## src/rtl/rx_char_queue_pkg.sv

```systemverilog
// Shared types for the receive character queue.
// Assumes characters of at most 8 bits and a fixed set of three error flags.
package rx_char_queue_pkg;

    localparam int CHAR_W = 8;
    localparam int MIN_W  = 5;

    typedef enum logic [1:0] {
        LEN5 = 2'd0,
        LEN6 = 2'd1,
        LEN7 = 2'd2,
        LEN8 = 2'd3
    } char_len_e;

    typedef struct packed {
        logic              brk;
        logic              ferr;
        logic              perr;
        logic [CHAR_W-1:0] data;
    } rx_entry_t;

endpackage

```

## src/rtl/rx_char_pack.sv

```systemverilog
// Builds one queue entry from a received character.
// Clears every data bit at or above the selected width and keeps bit 0 as
// the first bit on the line. Purely combinational.
module rx_char_pack
    import rx_char_queue_pkg::*;
(
    input  logic [CHAR_W-1:0] in_data,
    input  char_len_e         in_len,
    input  logic              in_perr,
    input  logic              in_ferr,
    input  logic              in_brk,
    output rx_entry_t         out_entry
);

    logic [CHAR_W-1:0] keep_mask;

    // One mask bit per data bit: the low MIN_W bits always pass, the rest
    // pass only when the width code reaches them.
    for (genvar b = 0; b < CHAR_W; b++) begin : g_mask
        if (b < MIN_W) begin : g_fixed
            assign keep_mask[b] = 1'b1;
        end else begin : g_var
            assign keep_mask[b] = (int'(in_len) >= (b - MIN_W + 1));
        end
    end

    // Put the masked byte and the flags together into an entry.
    always_comb begin
        out_entry.data = in_data & keep_mask;
        out_entry.perr = in_perr;
        out_entry.ferr = in_ferr;
        out_entry.brk  = in_brk;
    end

endmodule

```

## src/rtl/rx_queue_store.sv

```systemverilog
// Circular storage for queue entries with read and write pointers and an
// occupancy count. A write into a full store is accepted only when a read
// is accepted in the same cycle; otherwise it is reported on push_drop.
// A clear empties the store and zeroes every slot; it overrides all else.
// Works for any DEPTH >= 2.
module rx_queue_store
    import rx_char_queue_pkg::*;
#(
    parameter int DEPTH = 16
) (
    input  logic      clk,
    input  logic      rst_n,
    input  logic      clr,
    input  logic      push,
    input  rx_entry_t push_entry,
    input  logic      pop,
    output rx_entry_t head_entry,
    output logic      empty,
    output logic      full,
    output logic      push_drop
);

    localparam int AW = $clog2(DEPTH);
    localparam int CW = $clog2(DEPTH + 1);
    localparam logic [AW-1:0] LAST = AW'(DEPTH - 1);
    localparam logic [CW-1:0] FULL_CNT = CW'(DEPTH);

    rx_entry_t         slots [DEPTH];
    logic [AW-1:0]     wr_ptr;
    logic [AW-1:0]     rd_ptr;
    logic [CW-1:0]     count;
    logic              pop_ok;
    logic              push_ok;

    // Decide which requests are taken this cycle.
    always_comb begin
        empty     = (count == '0);
        full      = (count == FULL_CNT);
        pop_ok    = pop && !empty;
        push_ok   = push && (!full || pop_ok);
        push_drop = push && !push_ok;
    end

    // Move the pointers and the count.
    always_ff @(posedge clk) begin
        if (!rst_n || clr) begin
            wr_ptr <= '0;
            rd_ptr <= '0;
            count  <= '0;
        end else begin
            if (push_ok) begin
                wr_ptr <= (wr_ptr == LAST) ? '0 : wr_ptr + 1'b1;
            end
            if (pop_ok) begin
                rd_ptr <= (rd_ptr == LAST) ? '0 : rd_ptr + 1'b1;
            end
            if (push_ok && !pop_ok) begin
                count <= count + 1'b1;
            end else if (pop_ok && !push_ok) begin
                count <= count - 1'b1;
            end
        end
    end

    // Write the entry into its slot, or wipe all slots on clear.
    always_ff @(posedge clk) begin
        if (!rst_n || clr) begin
            for (int i = 0; i < DEPTH; i++) begin
                slots[i] <= '0;
            end
        end else if (push_ok) begin
            slots[wr_ptr] <= push_entry;
        end
    end

    // The oldest entry is always at the read pointer.
    always_comb begin
        head_entry = slots[rd_ptr];
    end

endmodule

```

## src/rtl/rx_read_port.sv

```systemverilog
// Host-side view of the queue head. Gates data reads with the access
// select and blanks outputs when the queue is empty. Holds the sticky
// overrun flag: a discard sets it, and a status read with no discard in
// the same cycle clears it.
module rx_read_port
    import rx_char_queue_pkg::*;
(
    input  logic              clk,
    input  logic              rst_n,
    input  logic              clr,
    input  logic              sel_alt,
    input  logic              data_rd,
    input  logic              stat_rd,
    input  rx_entry_t         head_entry,
    input  logic              empty,
    input  logic              push_drop,
    output logic              pop_req,
    output logic [CHAR_W-1:0] rd_data,
    output logic              stat_perr,
    output logic              stat_ferr,
    output logic              stat_brk,
    output logic              stat_ovr
);

    // Present the head byte and its flags, or zeros when nothing is there.
    always_comb begin
        pop_req   = data_rd && !sel_alt;
        rd_data   = (!sel_alt && !empty) ? head_entry.data : '0;
        stat_perr = !empty && head_entry.perr;
        stat_ferr = !empty && head_entry.ferr;
        stat_brk  = !empty && head_entry.brk;
    end

    // Sticky overrun: clear has priority, then a discard, then a status read.
    always_ff @(posedge clk) begin
        if (!rst_n || clr) begin
            stat_ovr <= 1'b0;
        end else if (push_drop) begin
            stat_ovr <= 1'b1;
        end else if (stat_rd) begin
            stat_ovr <= 1'b0;
        end
    end

endmodule

```

## src/rtl/rx_char_queue.sv

```systemverilog
// Receive character queue for a UART. Stores each character with its
// parity, framing and break flags, and presents the oldest one with its own
// flags to the host. Assumes one character strobe per cycle at most and
// single-cycle read strobes from the bus.
module rx_char_queue
    import rx_char_queue_pkg::*;
#(
    parameter int DEPTH = 16
) (
    input  logic              clk,
    input  logic              rst_n,
    input  logic              fifo_clr,
    input  logic              char_vld,
    input  logic [CHAR_W-1:0] char_data,
    input  logic [1:0]        char_len,
    input  logic              char_perr,
    input  logic              char_ferr,
    input  logic              char_brk,
    input  logic              sel_alt,
    input  logic              data_rd,
    input  logic              stat_rd,
    output logic [CHAR_W-1:0] rd_data,
    output logic              stat_rdy,
    output logic              stat_perr,
    output logic              stat_ferr,
    output logic              stat_brk,
    output logic              stat_ovr
);

    rx_entry_t new_entry;
    rx_entry_t head_entry;
    logic      q_empty;
    logic      q_full;
    logic      q_drop;
    logic      q_pop;

    rx_char_pack u_pack (
        .in_data   (char_data),
        .in_len    (char_len_e'(char_len)),
        .in_perr   (char_perr),
        .in_ferr   (char_ferr),
        .in_brk    (char_brk),
        .out_entry (new_entry)
    );

    rx_queue_store #(.DEPTH(DEPTH)) u_store (
        .clk        (clk),
        .rst_n      (rst_n),
        .clr        (fifo_clr),
        .push       (char_vld),
        .push_entry (new_entry),
        .pop        (q_pop),
        .head_entry (head_entry),
        .empty      (q_empty),
        .full       (q_full),
        .push_drop  (q_drop)
    );

    rx_read_port u_port (
        .clk        (clk),
        .rst_n      (rst_n),
        .clr        (fifo_clr),
        .sel_alt    (sel_alt),
        .data_rd    (data_rd),
        .stat_rd    (stat_rd),
        .head_entry (head_entry),
        .empty      (q_empty),
        .push_drop  (q_drop),
        .pop_req    (q_pop),
        .rd_data    (rd_data),
        .stat_perr  (stat_perr),
        .stat_ferr  (stat_ferr),
        .stat_brk   (stat_brk),
        .stat_ovr   (stat_ovr)
    );

    // Ready means the store holds at least one entry.
    always_comb begin
        stat_rdy = !q_empty;
    end

endmodule

```

## config.mk

```make
export PLATFORM = sky130hd
export DESIGN_NAME = rx_char_queue
export DESIGN_NICKNAME = d
export VERILOG_FILES = /design/src/rtl/rx_char_queue_pkg.sv /design/src/rtl/rx_char_pack.sv /design/src/rtl/rx_queue_store.sv /design/src/rtl/rx_read_port.sv /design/src/rtl/rx_char_queue.sv
export SDC_FILE = /design/constraint.sdc
export NUM_CORES = 1
export LEC_CHECK = 0
export ABC_AREA = 0
export CAP_MARGIN = 20
export CORE_ASPECT_RATIO = 1.25
export CORE_MARGIN = 5
export CORE_UTILIZATION = 40
export CTS_BUF_LIST = sky130_fd_sc_hd__clkbuf_2
export DETAILED_ROUTE_END_ITERATION = 8
export GPL_TIMING_DRIVEN = 0
export PLACE_DENSITY = 0.65
export RECOVER_POWER = 25
export SLEW_MARGIN = 20
export SYNTH_ARGS = -nofsm -noshare
export SYNTH_HDL_FRONTEND = slang
export SYNTH_SLANG_ARGS = --single-unit
```

## constraint.sdc

```tcl
create_clock -name clk -period 2.9 [get_ports clk]
set_clock_uncertainty 0.1 [all_clocks]
set_input_delay 0.435 -clock clk [delete_from_list [all_inputs] [get_ports clk]]
set_output_delay 0.435 -clock clk [all_outputs]
set_load 0.02 [all_outputs]
```

==> reports/results.ini, run 1 <==
[drt]
ant_nets = 0
routed_wl_um = 23800
drt-wirelength-per-cell_um = 23.2
drt_iter0_drc = 643
via_per_inst = 5.65
detailroute.via_count = 5803
remaining_drc_errors = 0
first_pass_iters = 6

[sta]
slew_violations = 0
max-slew-margin-rel = 0.529
setup_viol = 11
max_freq_mhz = 316
period_needed_ns = 3.16
grt_setup_unrepaired = true
setup_ws_ns = -0.264
hold_viol_final = 0
min_period_over_period = 1.09
tightest_slew_ns = 0.705

[global_route]
grt_pass1_vias = 6047
grt_first_pass_wirelength_um = 35500
track_usage = 0.181
grt_overflow = 0
antenna_found_initial = 0
grt_max_degree = 17

[cells_and_area]
fin_util = 0.465
layout.cells.non_filler = 1027
num-nets-final = 757
nFillCells = 2005
drive_gt1_frac = 0.223
area_delta_synth_final_pct = 14.9
n_antenna_cell = 0

[logic_synthesis]
yosysWarningCount = 0
ys_ff_latch = 194
synth_flop_cell = edfxtp_1
syn_nets = 697
async_reset_ff_frac = 0
avgSynthCellArea_um2 = 13.9
netlist_instances = 666
synth_edf_count = 176
syn_area_um2 = 9270
seq_area_frac_synth = 0.609
synth_cell_types = 52

[outcome]
outcome = finished with violations
failed_checks = negative setup slack

[place]
dp_hpwl_um = 16300
dp.cells = 986
port_buffers = 32
dp_worst_setup_slack_ns = -0.373
gp_congestion = 0.891

[critical_path]
r2r_setup_slack_ns = 0.06
worstPathMaxFanout = 10
r2r-end = u_store.count[4]
worstReg2RegStart = u_store.count[3]
cp-start-kind = flip-flop
arrival_ns = 2.63
required_ns = 2.37
r2r_cells = 9
worst_setup_path_end_kind = primary output
path_class = flip-flop to primary output

[worst_hold_path]
hold-path-cell-count = 3
hp-start = char_vld
hp-class = input pin to flip-flop
min_to = u_port.stat_ovr

[clock_network]
tritoncts = built
numCtsBuffers = 17
root_buffer = clkbuf_2
clock_latency_ns = 0.79
hold_buffers = 0
htree_levels = 4
cts.sinks = 194
cts_buffer_depth = 2
clk_pin_slew_ns = 0.27

[pwr]
p_leak_nw = 3.82
irDropWorstVdd_mv = 0.271
power.density_nw_per_um2 = 475

[die]
floorplan.io_pins = 33
core_um2 = 22900
die_area_um2 = 26300
fp-row-count = 62
start_util = 0.405
die_y_um = 180
die_w_um = 146

[flow_run]
drv_cap = 0

-- Yosys cell counts (4+ instances only) --
| cell | instances | area share |
|---|---|---|
| dfxtp_1 | 18 | 0.039 |
| clkbuf_1 | 20 | 0.0081 |
| nand2b_1 | 5 | 0.0034 |
| buf_4 | 5 | 0.0041 |
| and2_1 | 133 | 0.090 |
| a211oi_1 | 11 | 0.0089 |
| ha_1 | 10 | 0.014 |
| nor2b_1 | 22 | 0.015 |
| nand3_2 | 9 | 0.0097 |
| edfxtp_1 | 176 | 0.57 |
| mux4_2 | 36 | 0.088 |
| o31ai_1 | 5 | 0.0041 |
| buf_6 | 7 | 0.0085 |
| inv_1 | 6 | 0.0024 |
| a21oi_1 | 21 | 0.011 |
| nand2_1 | 23 | 0.0093 |
| nand3_1 | 17 | 0.0092 |
| and3_1 | 4 | 0.0027 |
| mux2i_1 | 20 | 0.022 |
| and3_4 | 13 | 0.016 |
| buf_2 | 6 | 0.0032 |
| nor2_1 | 61 | 0.025 |
-- routing by layer --
layer	share of wire	vias up	GRT usage
li1	-	2573	-
met2	0.52	228	0.325
met5	0	-	0
met3	0.054	41	0.0294
met1	0.39	2961	0.219
met4	0.034	0	0.0697
-- what timing repair did --
action | CTS | global route
pin swaps | 13 | 6
setup endpoints to repair | 12 | 12
cloned | 1 | 2
resized for setup | 137 | 26
buffers inserted | 6 | 2
hold endpoints to repair | 0 | 0
-- flip-flops by register name, summed over array words and instances, names as in the netlist, named ones only --
| name | count |
|---|---|
| u_store.slots | 176 |
| u_store.count | 5 |
| u_store.rd_ptr | 4 |
| u_store.wr_ptr | 4 |
| u_port.stat_ovr | 1 |
-- final cells by class --
type,count,area (um^2),share of cell area
clock buffer,20,100,0.00940
sequential,194,5650,0.531
tap,288,360,0.0338
clock inverter,12,128,0.0120
timing repair buffer,42,454,0.0427
buffer,39,357,0.0335
multi-input combinational,426,3570,0.335
inverter,6,22.5,0.00212
-- worst max-delay path by stage --
stage,end,start,cells past startpoint,slack (ns)
2_1_floorplan,u_store.count[4],u_store.count[3],9,0.41
3_3_place_gp,rd_data[1],flip-flop,6,-0.35
3_5_place_dp,rd_data[1],flip-flop,6,-0.37
4_1_cts,stat_ferr,flip-flop,8,-0.34
5_1_grt,rd_data[2],flip-flop,7,-0.37
6_report,rd_data[1],flip-flop,5,-0.26
-- layout by cell type (no fill, tap or decap), drive strengths merged, types with 11 or more instances in the layout --
cell             n
edfxtp         176
and2           133
nor2            61
clkbuf          44
mux4            36
buf             36
nand3           26
nand2           23
nor2b           22
a21oi           21
clkdlybuf4s50   20
mux2i           20
dfxtp           18
and3            17
a211oi          11
-- power by group --
part           internal (mW)  switching, mW
registers               3.15         0.0456
clock network          0.409          0.928
logic                  0.197          0.321
-- worst max-delay path, stage by stage, from the launching register on --
cell and delay, ns:
dfxtp_4 0.46, buf_6 0.20, mux4_2 0.55, a211oi_4 0.33, a211oi_2 0.11, buf_4 0.18
-- cell families after synthesis --
kind of cell | count (synthesis) | share of synthesized area
flops | 194 | 0.609
compound gates | 60 | 0.0462
xor+xnor | 4 | 0.00378
fa+ha+maj | 11 | 0.0157
mux | 56 | 0.109
buf+inv | 46 | 0.0289
simple gates | 295 | 0.187
-- through the flow --
stage | power [mW] | hold WS, ns | instance area, um^2 | setup TNS, ns
finish | 5.05 | 0.160 | 10600 | -2.34
global route | 5.22 | 0.164 | 10600 | -3.69
CTS | 5.03 | 0.113 | 10600 | -3.09
floorplan | 3.52 | 0.368 | 9270 | 0
detailed placement | 3.72 | 0.382 | 9950 | -27.37
global placement | 3.70 | 0.363 | 9950 | -23.12
(Power assumes the default switching activity.)
==> inputs of run 2 (changes only) <==
SLEW_MARGIN = unset   (was 20)
==> results of run 2 <==
Final layout, timing and power as in run 1 (identical DEF).
